<file path="src/rtl/sar_ctrl.sv">
module sar_ctrl #(
  parameter int WIDTH = 12
) (
  input  logic             clk,
  input  logic             rst,
  input  logic             start_n,
  input  logic             en_n,
  input  logic             cmp_in,
  output logic [WIDTH-1:0] par_q,
  output logic             ser_q,
  output logic             done_n
);
  localparam int IW = (WIDTH > 1) ? $clog2(WIDTH) : 1;
  localparam logic [IW-1:0] TOP = IW'(WIDTH - 1);

  logic [IW-1:0] trial;

  always_ff @(posedge clk) begin
    if (rst) begin
      par_q  <= '1;
      done_n <= 1'b0;
      ser_q  <= 1'b0;
      trial  <= '0;
    end else if (en_n) begin
      par_q[WIDTH-1] <= 1'b1;
    end else if (!start_n) begin
      par_q  <= {1'b0, {(WIDTH-1){1'b1}}};
      done_n <= 1'b1;
      trial  <= TOP;
    end else if (done_n) begin
      par_q[trial] <= cmp_in;
      ser_q        <= cmp_in;
      if (trial == '0) begin
        done_n <= 1'b0;
      end else begin
        par_q[trial - 1'b1] <= 1'b0;
        trial               <= trial - 1'b1;
      end
    end
  end
endmodule


</file>
<file path="config.mk">
export PLATFORM = sky130hd
export DESIGN_NAME = sar_ctrl
export DESIGN_NICKNAME = d
export VERILOG_FILES = /design/src/rtl/sar_ctrl.sv
export SDC_FILE = /design/constraint.sdc
export NUM_CORES = 1
export LEC_CHECK = 0
export ABC_CLOCK_PERIOD_IN_PS = 1600
export BUFFER_PORTS_ARGS = -buffer_cell sky130_fd_sc_hd__buf_4
export CAP_MARGIN = 0
export CELL_PAD_IN_SITES_DETAIL_PLACEMENT = 1
export CELL_PAD_IN_SITES_GLOBAL_PLACEMENT = 2
export CORE_MARGIN = 1
export CORE_UTILIZATION = 31
export CTS_BUF_LIST = sky130_fd_sc_hd__clkbuf_8
export DETAILED_ROUTE_END_ITERATION = 7
export PLACE_DENSITY_LB_ADDON = 0.1
export SLEW_MARGIN = 20
export SYNTH_ARGS = -nofsm -noshare
export SYNTH_HDL_FRONTEND = slang
export SYNTH_SLANG_ARGS = --single-unit
</file>
<file path="constraint.sdc">
create_clock -name clk -period 1.6 [get_ports clk]
set_input_delay 0.24 -clock clk [delete_from_list [all_inputs] [get_ports clk]]
set_output_delay 0.24 -clock clk [all_outputs]
set_load 0.02 [all_outputs]
</file>
# After elaboration in Yosys (flattened, before gate mapping)
# Index checks and enable logic that the tools add are counted.
# word_totals
register_bits	18
input_bits	5
elab_cells	36
# op_classes
n_addsub	1
magnitude_cmp	4
eq_ne	2
muxes	14
n_bitwise	3
n_reduce_logical	7
# ops
op	n
2-to-1 mux 12 bit	3
AND 12 bit	1
bitwise mux 12 bit	1
2-to-1 mux 4 bit	3
NOT 12 bit	1
< comparator 4 x 5 -> 1 bit, second input constant	2
demux 1 bit (select 4 bit)	2
>= comparator 4 x 1 -> 1 bit, second input constant	2
AND reduction 3 bit	2
2-to-1 mux 1 bit	5
logical NOT 4 bit	1
subtractor 4 x 1 -> 4 bit, second input constant	1
logical AND 1 bit	2
!= test 2 x 1 -> 1 bit, second input constant	1
!= test 2 bit, second input constant	1
AND reduction 2 bit	1
OR reduction 2 bit	1
NOT 1 bit	1

# Longest topological paths before layout
# Gate-level depths: netlist (run 1).
# logic_depth
ltp_word	10
mapped_depth	7
mapped_depth_nobuf	6

# Worst setup path before layout (run 1)
# OpenSTA, ideal clock, no wires.
# synth_path
kind	reg-to-reg
from	reg trial[0]
to	reg trial[1]
setup_time_ps	86
arrival_time_ps	1547
slack_ps	-34
path_stages_with_launch	7
path_buffers	1
path_cell_list	dfxtp_1 > inv_1 > ha_1 > buf_2 > a311oi_4 > inv_2 > a221oi_2
# synth_between
elab_chain_len	4
word_cells_on_any_way	7
# synth_rtl
item	line	rtl
from (decl)	16	logic [IW-1:0] trial;
from (signal assigned)	37	trial <= trial - 1'b1;
subtractor 4 x 1 -> 4 bit	37	
2-to-1 mux 4 bit	33	if (trial == '0) begin
2-to-1 mux 4 bit	30	end else if (done_n) begin
2-to-1 mux 4 bit	26	end else if (!start_n) begin
# Several ways; a longest one is shown, not always the timed one. The select of a mux whose other input is x is not followed.
# A chain may end at the register's enable or synchronous reset.

# Final worst setup path (run 1)
# layout_path
from	reg trial[0]
to	reg par_q[4]
# layout_between
elab_chain_len	10
word_cells_on_any_way	18
# layout_rtl
item	line	rtl
subtractor 4 x 1 -> 4 bit	36	par_q[trial - 1'b1] <= 1'b0;
< comparator 4 x 5 -> 1 bit (implied by the code) or >= comparator 4 x 1 -> 1 bit (tied branches)	36	
logical AND 1 bit (implied by the code)	36	
2-to-1 mux 1 bit (implied by the code)	36	
demux 1 bit (select 4 bit)	36	
NOT 12 bit (no line)	-	
AND 12 bit (no line)	-	
2-to-1 mux 12 bit *	33	
2-to-1 mux 12 bit *	30	
2-to-1 mux 12 bit *	26	
to (signal assigned)	27	par_q <= {1'b0, {(WIDTH-1){1'b1}}};
to (signal, indexed assignment)	31	par_q[trial] <= cmp_in;
to (decl)	9	output logic [WIDTH-1:0] par_q,
# Mark *: on every way between the ends. The rest lies on a longest branch, timed or not. The select of a mux whose other input is x is not followed.

==> results of run 1 <==
-- critical path, stage by stage, from the launching register on --
cell	delay, ns
dfxtp_2	0.32
buf_4	0.16
nor4b_4	0.38
buf_4	0.20
nand3_1	0.08
a21oi_1	0.19
nor2_1	0.06
-- cell type report --
class	instances	area (sq um)	share of cell area, %
repair buffers	36	283	18.0
clock buffers	4	55.1	3.51
well taps	48	60.1	3.83
inverters	8	30.0	1.92
flip-flops and latches	18	364	23.2
multi-input cells	109	776	49.5
-- synthesized netlist by cell type (2+ instances only) --
| cell type | count |
|---|---|
| buf_2 | 4 |
| dfxtp_1 | 18 |
| clkbuf_1 | 2 |
| inv_1 | 7 |
| a21oi_1 | 12 |
| nand3_1 | 3 |
| mux2i_1 | 2 |
| a211oi_1 | 7 |
| nor2b_1 | 8 |
| a311oi_1 | 6 |
| a31oi_1 | 3 |
| o21ai_0 | 7 |
| and3_1 | 3 |
| nor2_1 | 11 |
| a21o_1 | 3 |
| ha_1 | 5 |
| nand2_1 | 10 |
| a32oi_1 | 4 |
| nand2b_1 | 2 |
-- what timing repair did --
action | in CTS | in global routing
setup endpoints to repair | 0 | 15
hold buffers | 0 | 0
endpoints found under the hold margin | 0 | 0
buffers inserted | 0 | 2
resized for setup | 0 | 6
-- flip-flops by register name, indices dropped and copies added (netlist names) --
signal  count
trial       4
par_q      12
done_n      1
ser_q       1
-- worst min-delay path by stage --
| stage | start | end | slack [ns] | depth (start not counted) |
|---|---|---|---|---|
| 2_1_floorplan | cmp_in | ser_q | 0.38 | 2 |
| 3_3_place_gp | par_q[4] | par_q[4] | 0.46 | 2 |
| 3_5_place_dp | par_q[4] | par_q[4] | 0.47 | 2 |
| 4_1_cts | rst | trial[1] | 0.24 | 2 |
| 5_1_grt | rst | trial[1] | 0.24 | 2 |
| 6_report | rst | trial[1] | 0.24 | 2 |
-- cells by family (layout without fill, tap and decap cells) --
| group | count (synthesis) | after routing | share of synthesized area, % |
|---|---|---|---|
| buf+inv | 17 | 48 | 6.75 |
| fa+ha+maj | 5 | 5 | 5.19 |
| compound gates | 55 | 55 | 34.0 |
| flops | 18 | 18 | 29.9 |
| simple gates | 47 | 47 | 22.5 |
| mux | 2 | 2 | 1.66 |
-- power breakdown --
part	switching [W]	internal (W)	total, W
combinational	0.000168	0.000135	0.000303
clock	0.000174	0.000219	0.000393
sequential	0.0000148	0.000462	0.000477
total	0.000357	0.000816	0.00117
-- per-stage QoR --
| stage | instance area, sq um | instances | setup WS (ns) | setup TNS, ns | hold slack [ns] |
|---|---|---|---|---|---|
| 2_1_floorplan | 1210 | 144 | 0.0115 | 0 | 0.384 |
| 3_3_place_gp | 1480 | 217 | 0.0847 | 0 | 0.460 |
| 3_5_place_dp | 1480 | 217 | 0.0382 | 0 | 0.471 |
| 4_1_cts | 1540 | 221 | 0.0167 | 0 | 0.237 |
| 5_1_grt | 1570 | 223 | -0.0180 | -0.0180 | 0.237 |
| 6_report | 1570 | 223 | 0.0948 | 0 | 0.237 |
-- routing by layer --
metal	share of wire [%]	vias to the layer above
met2	50	21
met4	1.6	0
li1	-	597
met1	46	587
met5	0	-
met3	3.1	5
==> out/results.tsv, run 1 <==
metric	value	unit
die area	4140	sq um
Slew Limit Headroom	74.0	%
fmax	664	MHz
CTS clk-pin slew, worst paths	0.07	ns
post-synthesis async set-or-reset flop share	0	%
synth top area cells	dfxtp_1 (30%), ha_1 (5.2%), a21oi_1 (5.0%)	
Die Span Y	64.3	um
P per Cell Area	748	nW/um^2
GRT Resource Usage Total	19.1	%
I/O pin count	19	
met3 GRT Util	2.32	%
Seq/Total Area, Yosys	29.9	%
Final min period	1.51	ns
most frequent cells in the layout	buf_4 (35), dfxtp_1 (15), a21oi_1 (12)	
global-route wire length before repair	6000	um
WL/cell	16.4	um
most common cell after layout, fill and taps aside	buf_4	
YS warnings	0	
initial antenna violation count	0	
register bit total from synthesis	18	
CTS root buf	clkbuf_8	
max cap viols	0	
Num CTS Buffers	3	
maximum ir drop on the vdd rail	299	uV
dpl hpwl	2750	um
Mapped Area	1200	sq um
Final Core Density	42.5	%
fin nets	186	
Yosys top cell area share	29.9	%
Std-Cell Rows	22	
FILL cells	470	
Crit Path Category	reg -> reg	
crit-path max FO	8	
depth of the CTS H-tree	1	
reg2reg setup slack	0.09	ns
largest net degree at the start of global routing	13	
GRT busiest layer	met2	
Cell variety after synth	46	
vias in the first global route	1219	
Final Hold Vio Count	0	
antenna cells	0	
DRT iter0 DRCs	57	
average size of a mapped cell	8.37	sq um
prevailing post-synth register cell	dfxtp_1	
die width	64.3	um
Worst EP required	1.76	ns
layout cell share with drive strength beyond 1	31.4	%
Syn-to-layout area delta	30.1	%
RePlAce Congestion	0.760	
Final Power	0.00117	W
Skew-Pair Late Insertion Delay	0.26	ns
worst min-delay path class	in -> reg	
source of the worst register-to-register timing path	trial[0]	
GRT met1 Usage	23.6	%
grt met2 use	33.2	%
DRC	0	
DR vias	1210	
Clock Tree Buf Depth	2	
P_leak	0.616	nW
Worst Skew	0.00255	ns
final worst path period share	94.1	%
CP Launch Point	trial[0]	
Critical Path Source Type	flop	
Port-buffer cells	18	
# setup viols final	0	
CORE AREA	3690	sq um
Initial Utilization	32.7	%
worst r2r dst	par_q[4]	
Cells after Synth	144	
Slew Viols, Final	0	
status	complete, no violations	
drt first pass iters	4	
R2R depth	6	
Post-synth EDFFs	0	
Routed Antenna Nets	0	
TritonCTS Sinks	18	
global route total overflow	0	
synthesized net count	154	
CTS tree	done	
WL final	3670	um
Tightest Pin Transition	0.389	ns
Worst setup EP type	flop	
CP arrival	1.66	ns
Yosys top cell by area	dfxtp_1	
routed vias/inst	5.43	
Critical Path Sink	par_q[4]	
No activity file was read; power rests on OpenSTA's default activity.
==> run 2: changes to the inputs <==
--- a/config.mk
+++ b/config.mk
@@ -10,11 +10,11 @@
 export CAP_MARGIN = 0
 export CELL_PAD_IN_SITES_DETAIL_PLACEMENT = 1
 export CELL_PAD_IN_SITES_GLOBAL_PLACEMENT = 2
-export CORE_MARGIN = 1
+export CORE_MARGIN = 5
 export CORE_UTILIZATION = 31
 export CTS_BUF_LIST = sky130_fd_sc_hd__clkbuf_8
 export DETAILED_ROUTE_END_ITERATION = 7
-export PLACE_DENSITY_LB_ADDON = 0.1
+export PLACE_DENSITY = 0.82
 export SLEW_MARGIN = 20
 export SYNTH_ARGS = -nofsm -noshare
 export SYNTH_HDL_FRONTEND = slang
==> run 2 against run 1 <==
Compared with the run above:
- die area is 26% higher
- sequential power is essentially flat
- wire length grew 6.2%
- clock skew up 0.0017 ns
- first-iteration DRC count up 30%
- setup slack better by 0.015 ns
- sequential share of layout area decreased by 0.50 points
- final area rose by 1.8%
- hold slack is essentially flat
- critical endpoint is now par_q[8]
- largest cell class unchanged
==> out/results.tsv, run 2 (synthesized netlist as in run 1, its figures left out) <==
metric	value	unit
DR vias	1244	
P_int	0.000825	W
max reg flops	12	
reg2reg setup slack	0.11	ns
sum of negative setup slack	0	ns
global-route wire length before repair	6340	um
CP arrival	1.64	ns
dpl cell area	1510	sq um
most frequent cells in the layout	buf_4 (38), dfxtp_1 (16), a21oi_1 (12)	
worst min-delay path class	in -> reg	
CTS root buf	clkbuf_8	
number of cells on the critical path	6	
Port-buffer cells	18	
Std-Cell Rows	22	
global route total overflow	0	
layout cell share with drive strength beyond 1	32.0	%
Final Hold Vio Count	0	
WL/cell	17.2	um
max cap viols	0	
biggest regs	par_q: 12 flops, trial: 4 flops	
maximum ir drop on the vdd rail	413	uV
CP Cell Sequence	inv_1 -> ha_4 -> and2_1 -> a311oi_1 -> a41o_1 -> a31oi_1	
depth of the CTS H-tree	1	
worst setup margin	0.109	ns
Initial Utilization	32.4	%
Worst Skew	0.00430	ns
Final Cell Area	1600	sq um
WHS	0.238	ns
vias in the first global route	1288	
Worst EP required	1.75	ns
fin nets	189	
status	complete, no violations	
Critical Path Sink	par_q[8]	
fmax	671	MHz
dpl hpwl	2970	um
largest net degree at the start of global routing	13	
Hold Buf Count CTS	0	
Slew Viols, Final	0	
Worst path top cell family by delay	compound AO/OA/AOI/OAI gates	
CP Launch Point	trial[1]	
Clk pwr share	32.9	%
Worst setup EP type	flop	
switching share of power	30.4	%
Num CTS Buffers	3	
Slowest-stage cell, CP	a311oi_1	
RePlAce Congestion	0.894	
CTS tree	done	
Final min period	1.49	ns
P_leak	0.630	nW
NetSw	0.000360	W
die area	5230	sq um
most common cell after layout, fill and taps aside	buf_4	
Routed Antenna Nets	0	
combinational share of power	27.2	%
final worst path period share	93.2	%
Flop pwr share	40.0	%
Critical Path Source Type	flop	
antenna cells	0	
GRT Resource Usage Total	15.4	%
DRC	0	
I/O pin count	19	
WL final	3900	um
slowest cell delay on critical path	0.38	ns
Skew-Pair Late Insertion Delay	0.26	ns
Tightest Pin Transition	0.425	ns
pre-CTS setup slack	-0.0399	ns
Syn-to-layout area delta	32.5	%
Slew Limit Headroom	71.6	%
TritonCTS Sinks	18	
R2R depth	6	
crit-path max FO	10	
source of the worst register-to-register timing path	trial[1]	
routed vias/inst	5.50	
most flop-heavy register	par_q	
DRT iter0 DRCs	74	
P per Cell Area	742	nW/um^2
CTS clk-pin slew, worst paths	0.07	ns
drt first pass iters	4	
Clock Tree Buf Depth	2	
WP buf/inv	1	
die width	72.3	um
initial antenna violation count	0	
Die Span Y	72.3	um
# setup viols final	0	
Crit Path Category	reg -> reg	
worst r2r dst	par_q[8]	
CORE AREA	3720	sq um
-- run 2: changes by cell type in the layout (fill, tap and decap cells not counted), sizes merged --
cell	before	now
buf	36	39
-- run 2: through the flow --
step | total power (W) | instances | util (%)
after detailed placement | 0.000782 | 220 | 40.5
after floorplan | 0.000663 | 144 | -
after CTS | 0.00118 | 224 | 42.1
after global placement | 0.000769 | 220 | 40.5
final | 0.00118 | 226 | 43.0
after global routing | 0.00124 | 226 | 43.0
-- run 2: power groups by stage --
stage	Clock [W]	Combinational (W)	Sequential, W
after floorplan	0	0.000166	0.000497
after global placement	0	0.000285	0.000483
after detailed placement	0	0.000298	0.000484
after CTS	0.000404	0.000303	0.000474
after global routing	0.000420	0.000346	0.000476
final	0.000389	0.000322	0.000474
-- run 2: final cells by class --
cell class | count | area (sq um)
Multi-Input combinational cell | 109 | 783
Sequential cell | 18 | 363
Clock buffer | 4 | 55.1
Timing Repair Buffer | 39 | 305
Inverter | 8 | 30.0
Tap cell | 48 | 60.1
Fill cell | 454 | 2120
-- run 2: worst register-to-register path, stage by stage, from the launching register on --
cell      delay [ns]
dfxtp_1         0.33
inv_1           0.08
ha_4            0.22
and2_1          0.20
a311oi_1        0.38
a41o_1          0.14
a31oi_1         0.04
-- run 2: repair_timing --
item / CTS / global route
endpoints found under the setup margin: 5 / 9
pin swaps: 0 / 4
gates resized for setup: 1 / 5
buffers inserted: 0 / 2
-- run 2: worst min path at each step --
stage,start,end,slack (ns),depth (start not counted)
global placement,par_q[4],par_q[4],0.47,2
finish,rst,trial[2],0.24,2
detailed placement,par_q[4],par_q[4],0.47,2
floorplan,cmp_in,ser_q,0.38,2
CTS,rst,trial[1],0.24,2
global route,rst,trial[2],0.25,2
-- run 2: metal layers --
layer,vias up,part of all wire [%],global-route usage [%]
met5,-,0,0
met4,0,1.7,4.38
met3,10,4.0,4.29
met2,19,51,27.4
met1,615,44,17.8
li1,600,-,-
==> run 3: changes to the inputs <==
--- a/config.mk
+++ b/config.mk
@@ -15,6 +15,7 @@
 export CTS_BUF_LIST = sky130_fd_sc_hd__clkbuf_8
 export DETAILED_ROUTE_END_ITERATION = 7
 export PLACE_DENSITY = 0.82
+export RECOVER_POWER = 50
 export SLEW_MARGIN = 20
 export SYNTH_ARGS = -nofsm -noshare
 export SYNTH_HDL_FRONTEND = slang
==> run 3 against run 2 <==
Compared with the run above:
- flip-flop and latch count stayed put
- critical path depth stayed put
- core utilization is 1.4 points lower
- register-to-register slack hardly changed
- maximum frequency hardly changed
- sequential share of layout area is 0.77 points higher
- setup slack worse by 0.0013 ns
- combinational power is 2% lower
- via count is 0.48% higher
- wire length hardly changed
- final area is 3.3% lower
- critical endpoint unchanged
- largest cell class unchanged
==> out/results.tsv, run 3 (synthesized netlist as in run 1, its figures left out) <==
metric	value	unit
CTS clk-pin slew, worst paths	0.07	ns
max reg flops	12	
CP arrival	1.65	ns
NetSw	0.000360	W
Flop pwr share	40.1	%
worst min-delay path class	in -> reg	
Slew Limit Headroom	71.6	%
CTS tree	done	
CP Cell Sequence	inv_1 -> ha_4 -> and2_1 -> a311oi_1 -> a41o_1 -> a31oi_1	
routed vias/inst	5.53	
fmax	670	MHz
Worst Skew	0.00455	ns
Critical Path Source Type	flop	
Die Span Y	72.3	um
Hold Buf Count CTS	0	
Syn-to-layout area delta	28.1	%
most common cell after layout, fill and taps aside	buf_4	
Routed Antenna Nets	0	
WL/cell	17.2	um
initial antenna violation count	0	
drt first pass iters	4	
WHS	0.237	ns
Initial Utilization	32.4	%
P_leak	0.585	nW
vias in the first global route	1288	
die width	72.3	um
Worst setup EP type	flop	
switching share of power	30.5	%
most flop-heavy register	par_q	
Clk pwr share	33.0	%
Slowest-stage cell, CP	a311oi_1	
global-route wire length before repair	6340	um
Worst EP required	1.75	ns
status	complete, no violations	
DRC	0	
GRT Resource Usage Total	15.4	%
Final min period	1.49	ns
DRT iter0 DRCs	54	
DR vias	1250	
Final Power	0.00118	W
depth of the CTS H-tree	1	
Skew-Pair Late Insertion Delay	0.26	ns
die area	5230	sq um
Slew Viols, Final	0	
fin nets	189	
largest net degree at the start of global routing	13	
crit-path max FO	10	
Port-buffer cells	18	
final worst path period share	93.2	%
most frequent cells in the layout	buf_4 (24), dfxtp_1 (16), clkbuf_1 (14)	
slowest cell delay on critical path	0.38	ns
Final Core Density	41.5	%
CTS root buf	clkbuf_8	
P_int	0.000820	W
I/O pin count	19	
Final Hold Vio Count	0	
combinational share of power	26.8	%
Placed Cells	220	
FILL cells	456	
Num CTS Buffers	3	
Clock Tree Buf Depth	2	
antenna cells	0	
RePlAce Congestion	0.894	
Worst path top cell family by delay	compound AO/OA/AOI/OAI gates	
P per Cell Area	764	nW/um^2
WP buf/inv	1	
biggest regs	par_q: 12 flops, trial: 4 flops	
Tightest Pin Transition	0.425	ns
global route total overflow	0	
TritonCTS Sinks	18	
Std-Cell Rows	22	
layout cell share with drive strength beyond 1	24.2	%
dpl hpwl	2970	um
# setup viols final	0	
Non-Filler Instances	226	
WL final	3900	um
Crit Path Category	reg -> reg	
CORE AREA	3720	sq um
maximum ir drop on the vdd rail	413	uV
max cap viols	0	
-- run 3: cell types whose count changed in the layout (fill, tap and decap cells not counted), sizes merged --
cell	delta
buf	-14
clkbuf	+14
-- run 3: cell type report --
type / count / area (sq um) / share of cell area (%)
timing repair buffer: 39 / 253 / 16.4
sequential: 18 / 363 / 23.5
clock buffer: 4 / 55.1 / 3.57
multi-input combinational: 109 / 783 / 50.7
inverter: 8 / 30.0 / 1.94
tap: 48 / 60.1 / 3.89
-- run 3: timing repair --
action                     in CTS  in global routing
buffers inserted                0                  2
pin swaps                       0                  4
resized for setup               1                  5
setup endpoints to repair       5                  9
-- run 3: path summary, 6_finish.rpt --
path                               start  cells past startpoint  slack [ns]       end
worst max-delay path            trial[1]                      6        0.11  par_q[8]
worst min-delay path                 rst                      2        0.24  trial[2]
worst max register to register  trial[1]                      6        0.11  par_q[8]
worst min register to register  par_q[4]                      2        0.48  par_q[4]
-- run 3: routing by layer --
metal	vias up	global-route usage [%]	share of wire, %
met1	619	17.8	43
met4	0	4.38	1.7
li1	600	-	-
met2	21	27.4	51
met5	-	0	0
met3	10	4.29	4.2
-- run 3: power by group through the flow --
stage	sequential (W)	clock, W	combinational [W]
floorplan	0.000497	0	0.000166
global placement	0.000483	0	0.000285
detailed placement	0.000484	0	0.000298
CTS	0.000474	0.000404	0.000303
global route	0.000475	0.000420	0.000341
finish	0.000473	0.000390	0.000317
-- run 3: per-stage QoR --
step | setup slack, ns | area [sq um] | setup TNS (ns)
2_1_floorplan | 0.0115 | 1210 | 0
3_3_place_gp | 0.0329 | 1510 | 0
3_5_place_dp | -0.0399 | 1510 | -0.106
4_1_cts | 0.0622 | 1560 | 0
5_1_grt | -0.0198 | 1540 | -0.0457
6_report | 0.108 | 1540 | 0
